File: src/rtl/page_split_pkg.sv
package page_split_pkg;

  typedef enum logic {
    SP_IDLE = 1'b0,
    SP_EMIT = 1'b1
  } sp_state_e;

endpackage

File: src/rtl/page_split_guard.sv
module page_split_guard #(
  parameter int              ADDR_W    = 24,
  parameter int              LEN_W     = 24,
  parameter longint unsigned DEV_BYTES = 64'h100000
) (
  input  logic [ADDR_W-1:0] addr,
  input  logic [LEN_W-1:0]  len,
  output logic              is_empty,
  output logic              is_oob
);

  function automatic logic past_end(input logic [ADDR_W-1:0] a,
                                    input logic [LEN_W-1:0]  n);
    logic [63:0] end_pos;
    end_pos = 64'(a) + 64'(n);
    return end_pos > DEV_BYTES;
  endfunction

  assign is_oob   = past_end(addr, len);
  assign is_empty = (len == '0);

endmodule

File: src/rtl/page_split_sizer.sv
module page_split_sizer #(
  parameter int ADDR_W     = 24,
  parameter int LEN_W      = 24,
  parameter int PAGE_BYTES = 256
) (
  input  logic                         clk,
  input  logic                         rst_n,
  input  logic                         active,
  input  logic [ADDR_W-1:0]            cur_addr,
  input  logic [LEN_W-1:0]             remaining,
  output logic [$clog2(PAGE_BYTES):0]  chunk_len,
  output logic                         is_last
);

  localparam int OFF_W = $clog2(PAGE_BYTES);
  localparam int CL_W  = OFF_W + 1;

  // bytes from cur_addr to the next page boundary
  function automatic logic [CL_W-1:0] page_room(input logic [ADDR_W-1:0] a);
    return CL_W'(PAGE_BYTES) - CL_W'(a[OFF_W-1:0]);
  endfunction

  logic [CL_W-1:0] room;

  assign room      = page_room(cur_addr);
  assign is_last   = (remaining <= LEN_W'(room));
  assign chunk_len = is_last ? CL_W'(remaining) : room;


  chunk_bound_chk: assert property (@(posedge clk) disable iff (!rst_n)
    active |-> (chunk_len != '0) && (chunk_len <= CL_W'(PAGE_BYTES)) &&
               ((CL_W+1)'(cur_addr[OFF_W-1:0]) + (CL_W+1)'(chunk_len) <= (CL_W+1)'(PAGE_BYTES)));

endmodule

File: src/rtl/page_split_tally.sv
module page_split_tally #(
  parameter int LEN_W = 24,
  parameter int CL_W  = 9
) (
  input  logic             clk,
  input  logic             rst_n,
  input  logic             clear,
  input  logic             add_en,
  input  logic [CL_W-1:0]  add_len,
  input  logic             fin_ok,
  input  logic             fin_err,
  output logic             done_valid,
  output logic             done_err,
  output logic [LEN_W-1:0] done_count
);

  function automatic logic [LEN_W-1:0] bump(input logic [LEN_W-1:0] acc,
                                            input logic [CL_W-1:0]  inc);
    return acc + LEN_W'(inc);
  endfunction

  logic [LEN_W-1:0] total_q;

  always_ff @(posedge clk or negedge rst_n) begin
    if (!rst_n) begin
      total_q    <= '0;
      done_valid <= 1'b0;
      done_err   <= 1'b0;
    end else begin
      if (clear)       total_q <= '0;
      else if (add_en) total_q <= bump(total_q, add_len);
      done_valid <= fin_ok | fin_err;
      done_err   <= fin_err;
    end
  end

  assign done_count = total_q;


  done_pulse_chk: assert property (@(posedge clk) disable iff (!rst_n)
    done_valid |=> !done_valid);


  err_count_chk: assert property (@(posedge clk) disable iff (!rst_n)
    (done_valid && done_err) |-> (done_count == '0));

endmodule

File: src/rtl/page_split.sv
module page_split #(
  parameter int              ADDR_W     = 24,
  parameter int              LEN_W      = 24,
  parameter int              PAGE_BYTES = 256,
  parameter longint unsigned DEV_BYTES  = 64'h100000
) (
  input  logic                        clk,
  input  logic                        rst_n,
  input  logic                        req_valid,
  output logic                        req_ready,
  input  logic [ADDR_W-1:0]           req_addr,
  input  logic [LEN_W-1:0]            req_len,
  output logic                        chk_valid,
  input  logic                        chk_ready,
  output logic [ADDR_W-1:0]           chk_addr,
  output logic [$clog2(PAGE_BYTES):0] chk_len,
  output logic                        done_valid,
  output logic                        done_err,
  output logic [LEN_W-1:0]            done_count
);

  import page_split_pkg::*;

  localparam int CL_W = $clog2(PAGE_BYTES) + 1;

  sp_state_e         state_q;
  logic [ADDR_W-1:0] cur_addr_q;
  logic [LEN_W-1:0]  remaining_q;

  // named events
  logic req_fire, chk_fire, last_fire;
  logic req_empty, req_oob, req_work;
  logic is_last;
  logic [CL_W-1:0] chunk_len;

  assign req_ready = (state_q == SP_IDLE);
  assign chk_valid = (state_q == SP_EMIT);
  assign req_fire  = req_valid & req_ready;
  assign chk_fire  = chk_valid & chk_ready;
  assign last_fire = chk_fire & is_last;
  assign req_work  = req_fire & ~req_oob & ~req_empty;

  page_split_guard #(
    .ADDR_W(ADDR_W), .LEN_W(LEN_W), .DEV_BYTES(DEV_BYTES)
  ) guard_i (
    .addr(req_addr), .len(req_len),
    .is_empty(req_empty), .is_oob(req_oob)
  );

  page_split_sizer #(
    .ADDR_W(ADDR_W), .LEN_W(LEN_W), .PAGE_BYTES(PAGE_BYTES)
  ) sizer_i (
    .clk(clk), .rst_n(rst_n), .active(chk_valid),
    .cur_addr(cur_addr_q), .remaining(remaining_q),
    .chunk_len(chunk_len), .is_last(is_last)
  );

  page_split_tally #(
    .LEN_W(LEN_W), .CL_W(CL_W)
  ) tally_i (
    .clk(clk), .rst_n(rst_n),
    .clear(req_fire), .add_en(chk_fire), .add_len(chunk_len),
    .fin_ok(last_fire | (req_fire & req_empty & ~req_oob)),
    .fin_err(req_fire & req_oob),
    .done_valid(done_valid), .done_err(done_err), .done_count(done_count)
  );

  always_ff @(posedge clk or negedge rst_n) begin
    if (!rst_n) begin
      state_q     <= SP_IDLE;
      cur_addr_q  <= '0;
      remaining_q <= '0;
    end else begin
      if (req_work) begin
        state_q     <= SP_EMIT;
        cur_addr_q  <= req_addr;
        remaining_q <= req_len;
      end else if (chk_fire) begin
        cur_addr_q  <= cur_addr_q + ADDR_W'(chunk_len);
        remaining_q <= remaining_q - LEN_W'(chunk_len);
        if (is_last) state_q <= SP_IDLE;
      end
    end
  end

  assign chk_addr = cur_addr_q;
  assign chk_len  = chunk_len;


  chunk_hold_chk: assert property (@(posedge clk) disable iff (!rst_n)
    (chk_valid && !chk_ready) |=> chk_valid && $stable(chk_addr) && $stable(chk_len));


  chunk_addr_step_chk: assert property (@(posedge clk) disable iff (!rst_n)
    (chk_fire && !is_last) |=> chk_valid && (chk_addr == $past(chk_addr + ADDR_W'(chk_len))));


  busy_block_chk: assert property (@(posedge clk) disable iff (!rst_n)
    req_work |=> chk_valid && !req_ready && (chk_addr == $past(req_addr)));


  reject_done_chk: assert property (@(posedge clk) disable iff (!rst_n)
    (req_fire && req_oob) |=> done_valid && done_err && !chk_valid);


  empty_done_chk: assert property (@(posedge clk) disable iff (!rst_n)
    (req_fire && req_empty && !req_oob) |=> done_valid && !done_err && !chk_valid);


  last_done_chk: assert property (@(posedge clk) disable iff (!rst_n)
    last_fire |=> done_valid && !done_err && !chk_valid);

endmodule

File: config.mk
export PLATFORM = sky130hd
export DESIGN_NAME = page_split
export DESIGN_NICKNAME = d
export VERILOG_FILES = /design/src/rtl/page_split_pkg.sv /design/src/rtl/page_split_guard.sv /design/src/rtl/page_split_sizer.sv /design/src/rtl/page_split_tally.sv /design/src/rtl/page_split.sv
export SDC_FILE = /design/constraint.sdc
export NUM_CORES = 1
export LEC_CHECK = 0
export BUFFER_PORTS_ARGS = -buffer_cell sky130_fd_sc_hd__buf_2
export CORE_ASPECT_RATIO = 1.2
export CORE_MARGIN = 3
export CORE_UTILIZATION = 50
export DETAILED_ROUTE_END_ITERATION = 10
export PLACE_DENSITY = 0.72
export SYNTH_ARGS = -nofsm -noshare
export SYNTH_HDL_FRONTEND = slang
export SYNTH_SLANG_ARGS = --single-unit
File: constraint.sdc
create_clock -name clk -period 9 [get_ports clk]
set_input_delay 1.35 -clock clk [delete_from_list [all_inputs] [get_ports clk]]
set_output_delay 1.35 -clock clk [all_outputs]
set_load 0.02 [all_outputs]
==> summary.md, run 1 <==
| Metric | Value |
|---|---|
| Status | `completed` |
| Syn_area_per_cell | `8.310 sq um` |
| Busiest grt layer | `met2` |
| Antenna violations before repair | `0` |
| DP Cell Count | `1,102` |
| Post-CTS setup buffer count | `0` |
| Buffers on Ports | `~110` |
| Clock transition at path regs | `0.07 ns` |
| Via density | `6.333` |
| Share of cells above drive strength 1 | `0.1632` |
| H-Tree Depth | `3` |
| Synth-to-Final Area Change | `13.82%` |
| Async SR Flop Fraction | `1.000` |
| Die H | `roughly 140 um` |
| Max-slew violations | `0` |
| Slowest cell delay on critical path | `0.80 ns` |
| Worst Hold Class | `reg2reg` |
| Hold_ws | `0.4993 ns` |
| Synth Net Count | `960` |
| Slowest stage cell, crit path | `a41oi_1` |
| Finish-stage setup viols | `0` |
| CP endpoint kind | `flop` |
| Startpoint Class | `flop` |
| Finished Layout Cells | `1,118` |
| Post-CTS sizing | `0` |
| Vias in the first global route | `roughly 6.7k` |
| Worst Clk Skew | `~0.013 ns` |
| Die area | `~15,000 sq um` |
| Post-route ant nets | `0` |
| CTS Buf Count | `9` |
| Gr usage total | `0.2694` |
| Starting DRT DRC Count | `643` |
| CP most frequent cell | `nor2_1` |
| Row Count | `46` |
| Critical-path cell list | `or3_1 -> nor2_1 -> nand2_1 -> nor3_1 -> inv_1 -> ha_1 -> nand2_1 -> nor2_1 -> nand4_1 -> a2111oi_0 -> and3_1 -> mux2i_1 -> inv_1 -> ha_1 -> a21o_1 -> a21oi_1 -> o21ai_0 -> a21oi_1 -> o21ai_0 -> a21o_1 -> a41oi_1 -> nor3_1 -> xnor2_1 -> nor2_1` |
| TritonCTS clock tree | `yes` |
| Max_slew headroom | `0.3316` |
| # IOs | `113` |
| Setup TNS | `0 ns` |
| Predominant post-synthesis flop cell | `dfrtp_1` |
| RSZ-0062 raised after global routing | `no` |
| DR DRC count | `0` |
| Die width | `around 110 um` |
| Initial core utilization | `0.5202` |
| Final min period | `about 6.2 ns` |
| Total core area | `13,470 sq um` |
| Met2 Usage GRT | `0.4574` |
| Routability cong. | `0.9592` |
| Pin count of the biggest net entering global routing | `76` |
| Lkg Pwr | `3.806 nW` |
| Post-Syn Instances | `around 840` |
| CP Buf/Inv Count | `2` |
| Worst skew pair latency | `0.34 ns` |
| Top cell type's share of synthesized area | `0.2679` |
| Slew @ Worst Pin | `0.9896 ns` |
| PwrDens | `346.0 nW/um^2` |
| Cell taking the most area after synthesis | `dfrtp_1` |
| Crit path kind | `reg2reg` |
| Worst endpoint data arrival time | `around 6.4 ns` |
| Met1 global-route usage | `0.3486` |
| R2R cell count | `24` |
| Maximum root-to-sink buffer count | `2` |
| Detailed placement HPWL | `16.26 mm` |
| Synth Warn # | `0` |
| Largest delay share family, worst path | `compound AO/OA/AOI/OAI gates` |
| Hold path cells | `1` |
| Root Driver | `clkbuf_16` |
| Post-Route WL | `roughly 21 mm` |
| Synth cell types | `77` |
| Total gr overflow | `0` |
| Core Util, Final | `0.5921` |
| WP data required | `9.19 ns` |
| Fin crit share | `0.6903` |
| Antenna cells | `0` |
| Post-synthesis sequential area ratio | `0.2679` |
| Main area contributors after synthesis | `dfrtp_1, ha_1, nand2_1, o21ai_0, nor2_1` |
| Met3 usage | `0.03396` |
| Clk sinks | `75` |
| Critical path peak fanout | `12` |
| First-pass GRT wire length | `33.57 mm` |
| Stages on the worst setup path | `24` |
| DR WL/cell | `18.74 um` |
| Vias post-DR | `7,080` |
| Hold Vio Cnt, Final | `0` |
| Dpl ws | `2.868 ns` |
| Worst vdd ir | `around 190 uV` |
| Nets@finish | `1,062` |
| Final worst slack | `around 2.8 ns` |
| Number of hold buffers added after cts | `0` |
| Max cap viols | `0` |
| Achievable Freq | `161.0 MHz` |
| Synthesized area | `7005 sq um` |
| Post-synth EDFFs | `0` |
| Drt first pass iters | `5` |
| Yosys reg bits | `75` |
[flip-flops by register name, indices dropped and copies added (netlist names)]
| signal | count |
|---|---|
| chk_addr | 24 |
| chk_valid | 1 |
| remaining_q | 24 |
| tally_i.done_count | 24 |
| tally_i.done_err | 1 |
| tally_i.done_valid | 1 |
[synth_stat cells, types with 3 or more instances]
library cell,count
o31ai_1,10
a21oi_1,41
nor4_1,14
or2_2,5
inv_1,53
nand2b_1,5
a221o_1,22
o2111ai_1,4
a2111oi_0,4
buf_6,3
mux2_2,3
a31o_2,3
xor2_1,13
dfrtp_1,75
buf_2,6
nand4_1,17
o21bai_1,8
o21a_1,15
nor3_1,39
and2_1,7
o21ai_0,52
mux2i_1,21
or3_1,12
and3_1,13
clkbuf_1,15
and4_1,4
nand2_1,84
a211o_1,10
a31oi_1,4
xnor2_1,16
a21o_1,12
o211a_1,7
nor2b_1,12
a21boi_0,7
fa_1,4
nor2_1,61
ha_1,61
nand3_1,21
or4_1,7
o211ai_1,17
a211oi_1,9
[cell families (layout without fill, tap and decap cells)]
| logic type | after synthesis | in the layout | share of synthesized area |
|---|---|---|---|
| AOI/OAI and AO/OA | 259 | 259 | 0.2677 |
| xor gates and xnor gates | 29 | 29 | 0.03626 |
| adders and majority gates | 65 | 65 | 0.1204 |
| buffers and inverters | 79 | 186 | 0.04662 |
| DFF | 75 | 75 | 0.2679 |
| muxes | 24 | 24 | 0.03483 |
| and+or+nand+nor | 312 | 312 | 0.2263 |
[per-stage QoR]
stage,total power [mW],instance area (sq um)
after floorplan,1.938,7005
final,2.759,7974
after global routing,3.004,7974
after CTS,2.754,7974
after detailed placement,2.382,7689
after global placement,2.364,7689
[final timing paths]
path / slack (ns) / endpoint / from
worst max register to register: 2.79 / tally_i.done_count[23]$_DFFE_PN0P_ / chk_addr[2]$_DFFE_PN0P_
max in group asynchronous: 7.19 / chk_addr[14]$_DFFE_PN0P_ / rst_n
worst min register to register: 0.50 / tally_i.done_count[11]$_DFFE_PN0P_ / tally_i.done_count[11]$_DFFE_PN0P_
worst min-delay path: 0.50 / tally_i.done_count[11]$_DFFE_PN0P_ / tally_i.done_count[11]$_DFFE_PN0P_
worst max-delay path: 2.79 / tally_i.done_count[23]$_DFFE_PN0P_ / chk_addr[2]$_DFFE_PN0P_
min in group asynchronous: 1.15 / remaining_q[2]$_DFFE_PN0P_ / rst_n
[report_power, final]
group,internal (mW),switching [mW]
sequential,0.465,0.152
combinational,0.753,1.04
clock,0.196,0.156
[placed cells by master (no fill, tap or decap), drive strengths merged, types with 7 or more instances in the layout]
cell type	synthesis	routed
a221o	22	22
or4	7	7
o211ai	17	17
a21boi	7	7
o21bai	8	8
nor2b	12	12
mux2i	21	21
a21o	12	12
and3	13	13
inv	53	55
o31ai	10	10
o21a	15	15
or3	12	12
a21oi	42	42
and2	7	7
nor3	39	39
ha	61	61
nand4	17	17
nor4	15	15
xnor2	16	16
nand3	21	21
nor2	62	62
buf	11	117
xor2	13	13
o211a	8	8
nand2	84	84
a211oi	9	9
a211o	10	10
dfrtp	75	75
clkbuf	15	10
o21ai	55	55
[layout make-up]
type | count | area (sq um)
inverter | 53 | 198.9
clock buffer | 10 | 239.0
sequential | 75 | 1877
fill | 1308 | 5494
clock inverter | 6 | 46.29
multi-input combinational | 689 | 4802
timing repair buffer | 117 | 600.6
tap | 168 | 210.2
[per-layer routing]
layer / routed length [um] / up-vias
met5: 0 / -
met4: 680 / 0
met3: 1384 / 50
met2: 10160 / 287
met1: 8734 / 3358
li1: - / 3385
[worst reg2reg max path, cell delays in order, from the launching register on]
cell and delay [ns]:
dfrtp_1 0.47, or3_1 0.42, nor2_1 0.13, nand2_1 0.11, nor3_1 0.22, inv_1 0.07
ha_1 0.32, nand2_1 0.06, nor2_1 0.10, nand4_1 0.13, a2111oi_0 0.33, and3_1 0.60
mux2i_1 0.41, inv_1 0.21, ha_1 0.32, a21o_1 0.18, a21oi_1 0.20, o21ai_0 0.10
a21oi_1 0.22, o21ai_0 0.11, a21o_1 0.22, a41oi_1 0.80, nor3_1 0.12, xnor2_1 0.17
nor2_1 0.05
Note: power is estimated with default switching activity, not from simulation.
==> run 2, diff against run 1 <==
==> constraint.sdc (replaced) <==
create_clock -name clk -period 5.95 [get_ports clk]
set_input_delay 0.8925 -clock clk [delete_from_list [all_inputs] [get_ports clk]]
set_output_delay 0.8925 -clock clk [all_outputs]
set_load 0.02 [all_outputs]
==> summary.md, run 2 (synthesized netlist as in run 1, its figures left out) <==
| Metric | Value |
|---|---|
| DR WL/cell | `19.15 um` |
| # IOs | `113` |
| Detailed placement HPWL | `16.68 mm` |
| H-Tree Depth | `3` |
| Worst endpoint data arrival time | `a little under 6 ns` |
| Commonest non-fill, non-tap cell in the layout | `buf_2` |
| Routability cong. | `0.9138` |
| First-pass GRT wire length | `between 30 and 40 mm` |
| Post-route ant nets | `0` |
| Placed cell area | `approximately 7700 sq um` |
| Die width | `114.1 um` |
| Achievable Freq | `approximately 180 MHz` |
| R2R Setup Slk | `0.28 ns` |
| Clk sinks | `75` |
| Worst skew pair latency | `approximately 0.35 ns` |
| Fin area | `just over 8000 sq um` |
| Most frequent cells in the layout | `buf_2, nand2_1, dfrtp_1` |
| WP data required | `around 6.2 ns` |
| Max-slew violations | `0` |
| Starting DRT DRC Count | `571` |
| Via density | `between 6 and 7` |
| Met2 Usage GRT | `0.4668` |
| Max_slew headroom | `0.3451` |
| Hold Vio Cnt, Final | `0` |
| Fin crit share | `0.9527` |
| Met1 global-route usage | `0.3590` |
| Synth-to-Final Area Change | `14.79%` |
| CP endpoint kind | `flop` |
| Total core area | `13,470 sq um` |
| Finish-stage setup viols | `0` |
| Number of hold buffers added after cts | `0` |
| Worst Hold Class | `reg2reg` |
| Die H | `135.7 um` |
| Pin count of the biggest net entering global routing | `76` |
| Lkg Pwr | `3.847 nW` |
| Maximum root-to-sink buffer count | `2` |
| Vias in the first global route | `6,644` |
| Nets@finish | `1,068` |
| Share of cells above drive strength 1 | `0.1747` |
| TritonCTS clock tree | `yes` |
| Fillers | `1,286` |
| Post-Route WL | `21.53 mm` |
| Met3 usage | `0.03485` |
| Row Count | `between 40 and 50` |
| Antenna cells | `0` |
| Clock transition at path regs | `roughly 0.07 ns` |
| PwrDens | `527.1 nW/um^2` |
| Die area | `15,470 sq um` |
| Crit path kind | `reg2reg` |
| Total gr overflow | `0` |
| DR DRC count | `0` |
| Worst vdd ir | `322.2 uV` |
| Slew @ Worst Pin | `0.9823 ns` |
| Worst Clk Skew | `between 0.015 and 0.02 ns` |
| Initial core utilization | `0.5202` |
| Root Driver | `clkbuf_16` |
| Final min period | `approximately 5.7 ns` |
| CTS Buf Count | `9` |
| Critical path peak fanout | `11` |
| Buffers on Ports | `112` |
| Drt first pass iters | `5` |
| Gr usage total | `0.2762` |
| Startpoint Class | `flop` |
| Core Util, Final | `0.5971` |
| Antenna violations before repair | `0` |
| Max cap viols | `0` |
| Vias post-DR | `7,156` |
| Status | `completed` |
| Busiest grt layer | `met2` |
-- run 2: changes by cell type in the layout (fill, tap and decap cells not counted), sizes merged --
cell  before  now
buf      117  123
-- run 2: per-stage QoR --
step / setup TNS, ns / std cells / power (mW) / setup WS (ns) / hold slack, ns
2_1_floorplan: 0 / 843 / 2.931 / 0.2731 / 0.4544
3_3_place_gp: 0 / 1108 / 3.603 / 0.2688 / 0.4761
3_5_place_dp: 0 / 1108 / 3.648 / 0.08686 / 0.4721
4_1_cts: 0 / 1124 / 4.201 / 0.09285 / 0.4873
5_1_grt: -0.06948 / 1124 / 4.627 / -0.04869 / 0.4950
6_report: 0 / 1124 / 4.238 / 0.2813 / 0.4933
-- run 2: repair_timing --
item                       CTS  global route
setup endpoints to repair    0            34
resized for setup            0             8
setup buffers                0             0
-- run 2: path summary, 6_finish.rpt --
| check | start | to | cells after the start |
|---|---|---|---|
| worst max-delay path | chk_addr[2]$_DFFE_PN0P_ | remaining_q[23]$_DFFE_PN0P_ | 23 |
| worst min-delay path | remaining_q[16]$_DFFE_PN0P_ | remaining_q[16]$_DFFE_PN0P_ | 1 |
| worst max register to register | chk_addr[2]$_DFFE_PN0P_ | remaining_q[23]$_DFFE_PN0P_ | 23 |
| worst min register to register | remaining_q[16]$_DFFE_PN0P_ | remaining_q[16]$_DFFE_PN0P_ | 1 |
| max in group asynchronous | rst_n | chk_addr[8]$_DFFE_PN0P_ | 1 |
| min in group asynchronous | rst_n | tally_i.done_count[2]$_DFFE_PN0P_ | 1 |
-- run 2: final cells by class --
| cell class | instances | area, sq um | area share |
|---|---|---|---|
| well taps | 168 | 210.2 | 0.02614 |
| clock inverters | 6 | 48.80 | 0.006068 |
| clock buffers | 10 | 239.0 | 0.02972 |
| flip-flops and latches | 75 | 1877 | 0.2334 |
| multi-input cells | 689 | 4822 | 0.5997 |
| repair buffers | 123 | 645.6 | 0.08029 |
| inverters | 53 | 198.9 | 0.02474 |
-- run 2: per-layer routing --
layer	routed length, um	vias up
li1	-	3412
met1	9092	3427
met2	10440	261
met3	1218	56
met4	782	0
met5	0	-
-- run 2: critical path, cell delays in order, from the launching register on --
cell,delay [ns]
dfrtp_1,0.46
or3_1,0.41
nor2_1,0.13
nand2_1,0.12
xor2_1,0.18
inv_1,0.06
ha_1,0.29
nand4_1,0.09
nor2_1,0.10
nand4_1,0.12
a2111oi_0,0.39
and3_2,0.31
mux2i_2,0.31
ha_1,0.28
nor2b_1,0.12
o21ai_0,0.33
a21boi_0,0.19
o21ai_0,0.20
nand2b_1,0.14
a21oi_1,0.17
o2111ai_1,0.19
or2_2,0.44
o311a_1,0.31
a211o_1,0.22
-- run 2: power by group --
part / leakage [nW] / internal [mW] / switching [mW]
Combinational: 2.76 / 1.17 / 1.60
Sequential: 0.954 / 0.703 / 0.230
Clock: 0.137 / 0.298 / 0.238
Total: 3.85 / 2.17 / 2.07
==> run 3, diff against run 2 <==
--- a/config.mk
+++ b/config.mk
@@ -7,7 +7,7 @@
 export LEC_CHECK = 0
 export BUFFER_PORTS_ARGS = -buffer_cell sky130_fd_sc_hd__buf_2
 export CORE_ASPECT_RATIO = 1.2
-export CORE_MARGIN = 3
+export CORE_MARGIN = 5
 export CORE_UTILIZATION = 50
 export DETAILED_ROUTE_END_ITERATION = 10
 export PLACE_DENSITY = 0.72
==> constraint.sdc (replaced) <==
create_clock -name clk -period 5.95 [get_ports clk]
set_input_delay 0.8925 -clock clk [delete_from_list [all_inputs] [get_ports clk]]
set_output_delay 0.8925 -clock clk [all_outputs]
set_load 0.05 [all_outputs]
==> summary.md, run 3 (synthesized netlist as in run 1, its figures left out) <==
| Metric | Value |
|---|---|
| Status | `completed` |
| Commonest non-fill, non-tap cell in the layout | `buf_2` |
| CP Buf/Inv Count | `3` |
| Gr usage total | `0.2547` |
| Startpoint Class | `flop` |
| Total core area | `13,760 sq um` |
| TritonCTS clock tree | `yes` |
| CP endpoint kind | `flop` |
| Finish-stage setup viols | `0` |
| Routability cong. | `around 0.97` |
| Achievable Freq | `roughly 180 MHz` |
| Post-CTS setup buffer count | `0` |
| Stages on the worst setup path | `27` |
| Lkg Pwr | `3.845 nW` |
| Setup TNS | `0 ns` |
| Fin crit share | `0.9337` |
| Clock transition at path regs | `about 0.07 ns` |
| Finished Layout Cells | `1,126` |
| Vias in the first global route | `6,922` |
| R2R cell count | `27` |
| R2R Path End | `tally_i.done_count[22]$_DFFE_PN0P_` |
| Antenna violations before repair | `0` |
| Maximum root-to-sink buffer count | `2` |
| Starting DRT DRC Count | `530` |
| CP most frequent cell | `nand4_1` |
| CTS Buf Count | `9` |
| Root Driver | `clkbuf_16` |
| Die area | `16,490 sq um` |
| Clk sinks | `75` |
| Final min period | `5.555 ns` |
| Via density | `between 6 and 7` |
| H-Tree Depth | `3` |
| Pin count of the biggest net entering global routing | `76` |
| Hold Vio Cnt, Final | `0` |
| PwrDens | `roughly 570 nW/um^2` |
| WP data required | `between 6 and 7 ns` |
| Slowest cell delay on critical path | `0.46 ns` |
| Die width | `about 120 um` |
| Vias post-DR | `just over 7k` |
| Largest delay share family, worst path | `compound AO/OA/AOI/OAI gates` |
| Drt first pass iters | `5` |
| Synth-to-Final Area Change | `14.77%` |
| Nets@finish | `1,067` |
| Reg2Reg Launch Point | `chk_addr[2]$_DFFE_PN0P_` |
| Most frequent cells in the layout | `buf_2, nand2_1, dfrtp_1` |
| Total gr overflow | `0` |
| Worst endpoint data arrival time | `5.79 ns` |
| Detailed placement HPWL | `16.60 mm` |
| Max cap viols | `0` |
| DP Cell Count | `1,110` |
| Die H | `~140 um` |
| Antenna cells | `0` |
| Post-route ant nets | `0` |
| Number of hold buffers added after cts | `0` |
| Post-Route WL | `between 20 and 25 mm` |
| Setup crit end | `tally_i.done_count[22]$_DFFE_PN0P_` |
| Slowest stage cell, crit path | `dfrtp_1` |
| Worst skew pair latency | `0.35 ns` |
| Worst Hold Class | `reg2reg` |
| DR WL/cell | `~19 um` |
| Buffers on Ports | `112` |
| Hold path cells | `1` |
| First-pass GRT wire length | `34.88 mm` |
| Row Count | `47` |
| Slew @ Worst Pin | `1.016 ns` |
| # IOs | `113` |
| Crit path kind | `reg2reg` |
| RSZ-0062 raised after global routing | `no` |
| R2R Setup Slk | `0.39 ns` |
| Max_slew headroom | `0.3228` |
| Worst Clk Skew | `0.01308 ns` |
| Max-slew violations | `0` |
| DR DRC count | `0` |
| Share of cells above drive strength 1 | `0.1770` |
| Worst setup path start | `chk_addr[2]$_DFFE_PN0P_` |
| Worst vdd ir | `344.0 uV` |
| Critical path peak fanout | `11` |
| Initial core utilization | `0.5091` |
-- run 3: changes by cell type in the layout (fill, tap and decap cells not counted), moves of 2 or more --
cell | previous run | this run
o21ai_0 | 51 | 47
inv_6 | 1 | 5
dfrtp_1 | 75 | 73
o21ai_1 | 3 | 6
dfrtp_2 | 0 | 2
-- run 3: worst reg2reg max path, cell delays in order, from the launching register on --
cell	delay (ns)
dfrtp_1	0.46
or3_1	0.41
nor2_1	0.13
nand2_1	0.12
xor2_1	0.17
inv_1	0.06
ha_1	0.29
nand4_1	0.08
nor2_1	0.09
nand4_1	0.13
a2111oi_0	0.38
and3_1	0.27
buf_4	0.24
nand2_1	0.09
o21ai_2	0.10
ha_1	0.21
inv_1	0.05
fa_1	0.40
nor2b_1	0.13
o21ai_0	0.10
a21boi_0	0.27
o21ai_1	0.14
a21boi_1	0.22
o21ai_0	0.14
a21oi_1	0.23
o21a_2	0.25
nand4_1	0.14
mux2i_1	0.14
-- run 3: layout make-up --
type / count / area [sq um]
fillers: 1318 / 5720
multi-input cells: 689 / 4828
flip-flops and latches: 75 / 1879
repair buffers: 122 / 638.1
clock buffers: 9 / 225.2
well taps: 171 / 214.0
inverters: 53 / 198.9
clock inverters: 7 / 56.30
-- run 3: what timing repair did --
item / 4_1_cts / 5_1_grt
gates resized for setup: 0 / 12
endpoints found under the hold margin: 0 / 0
setup endpoints to repair: 0 / 25
-- run 3: routing by layer --
| metal | vias up | GRT usage | share of wire |
|---|---|---|---|
| li1 | 3395 | - | - |
| met5 | - | 0 | 0 |
| met3 | 54 | 0.03693 | 0.063 |
| met4 | 0 | 0.1129 | 0.035 |
| met1 | 3376 | 0.3205 | 0.41 |
| met2 | 262 | 0.4330 | 0.49 |
-- run 3: worst min path at each step --
stage | startpoint | to | slack (ns)
6_report | remaining_q[16]$_DFFE_PN0P_ | remaining_q[16]$_DFFE_PN0P_ | 0.50
5_1_grt | remaining_q[16]$_DFFE_PN0P_ | remaining_q[16]$_DFFE_PN0P_ | 0.51
4_1_cts | remaining_q[16]$_DFFE_PN0P_ | remaining_q[16]$_DFFE_PN0P_ | 0.49
3_5_place_dp | remaining_q[16]$_DFFE_PN0P_ | remaining_q[16]$_DFFE_PN0P_ | 0.47
3_3_place_gp | remaining_q[16]$_DFFE_PN0P_ | remaining_q[16]$_DFFE_PN0P_ | 0.47
2_1_floorplan | remaining_q[16]$_DFFE_PN0P_ | remaining_q[16]$_DFFE_PN0P_ | 0.45
-- run 3: power by group --
part / internal [mW] / total [mW] / switching, mW
combinational: 1.18 / 3.12 / 1.94
clock: 0.290 / 0.539 / 0.250
sequential: 0.704 / 0.939 / 0.235
-- run 3: through the flow --
step                      area [sq um]  power, mW  utilization  worst slack, ns  hold WS, ns
after floorplan                   7013      3.292            -           0.1730       0.4544
after global placement            7736      3.965       0.5622           0.3406       0.4690
after detailed placement          7736      3.996       0.5622           0.2029       0.4723
after CTS                         8018      4.555       0.5827           0.1415       0.4884
after global routing              8040      4.982       0.5843          0.01314       0.5134
final                             8040      4.602       0.5843           0.3947       0.4984
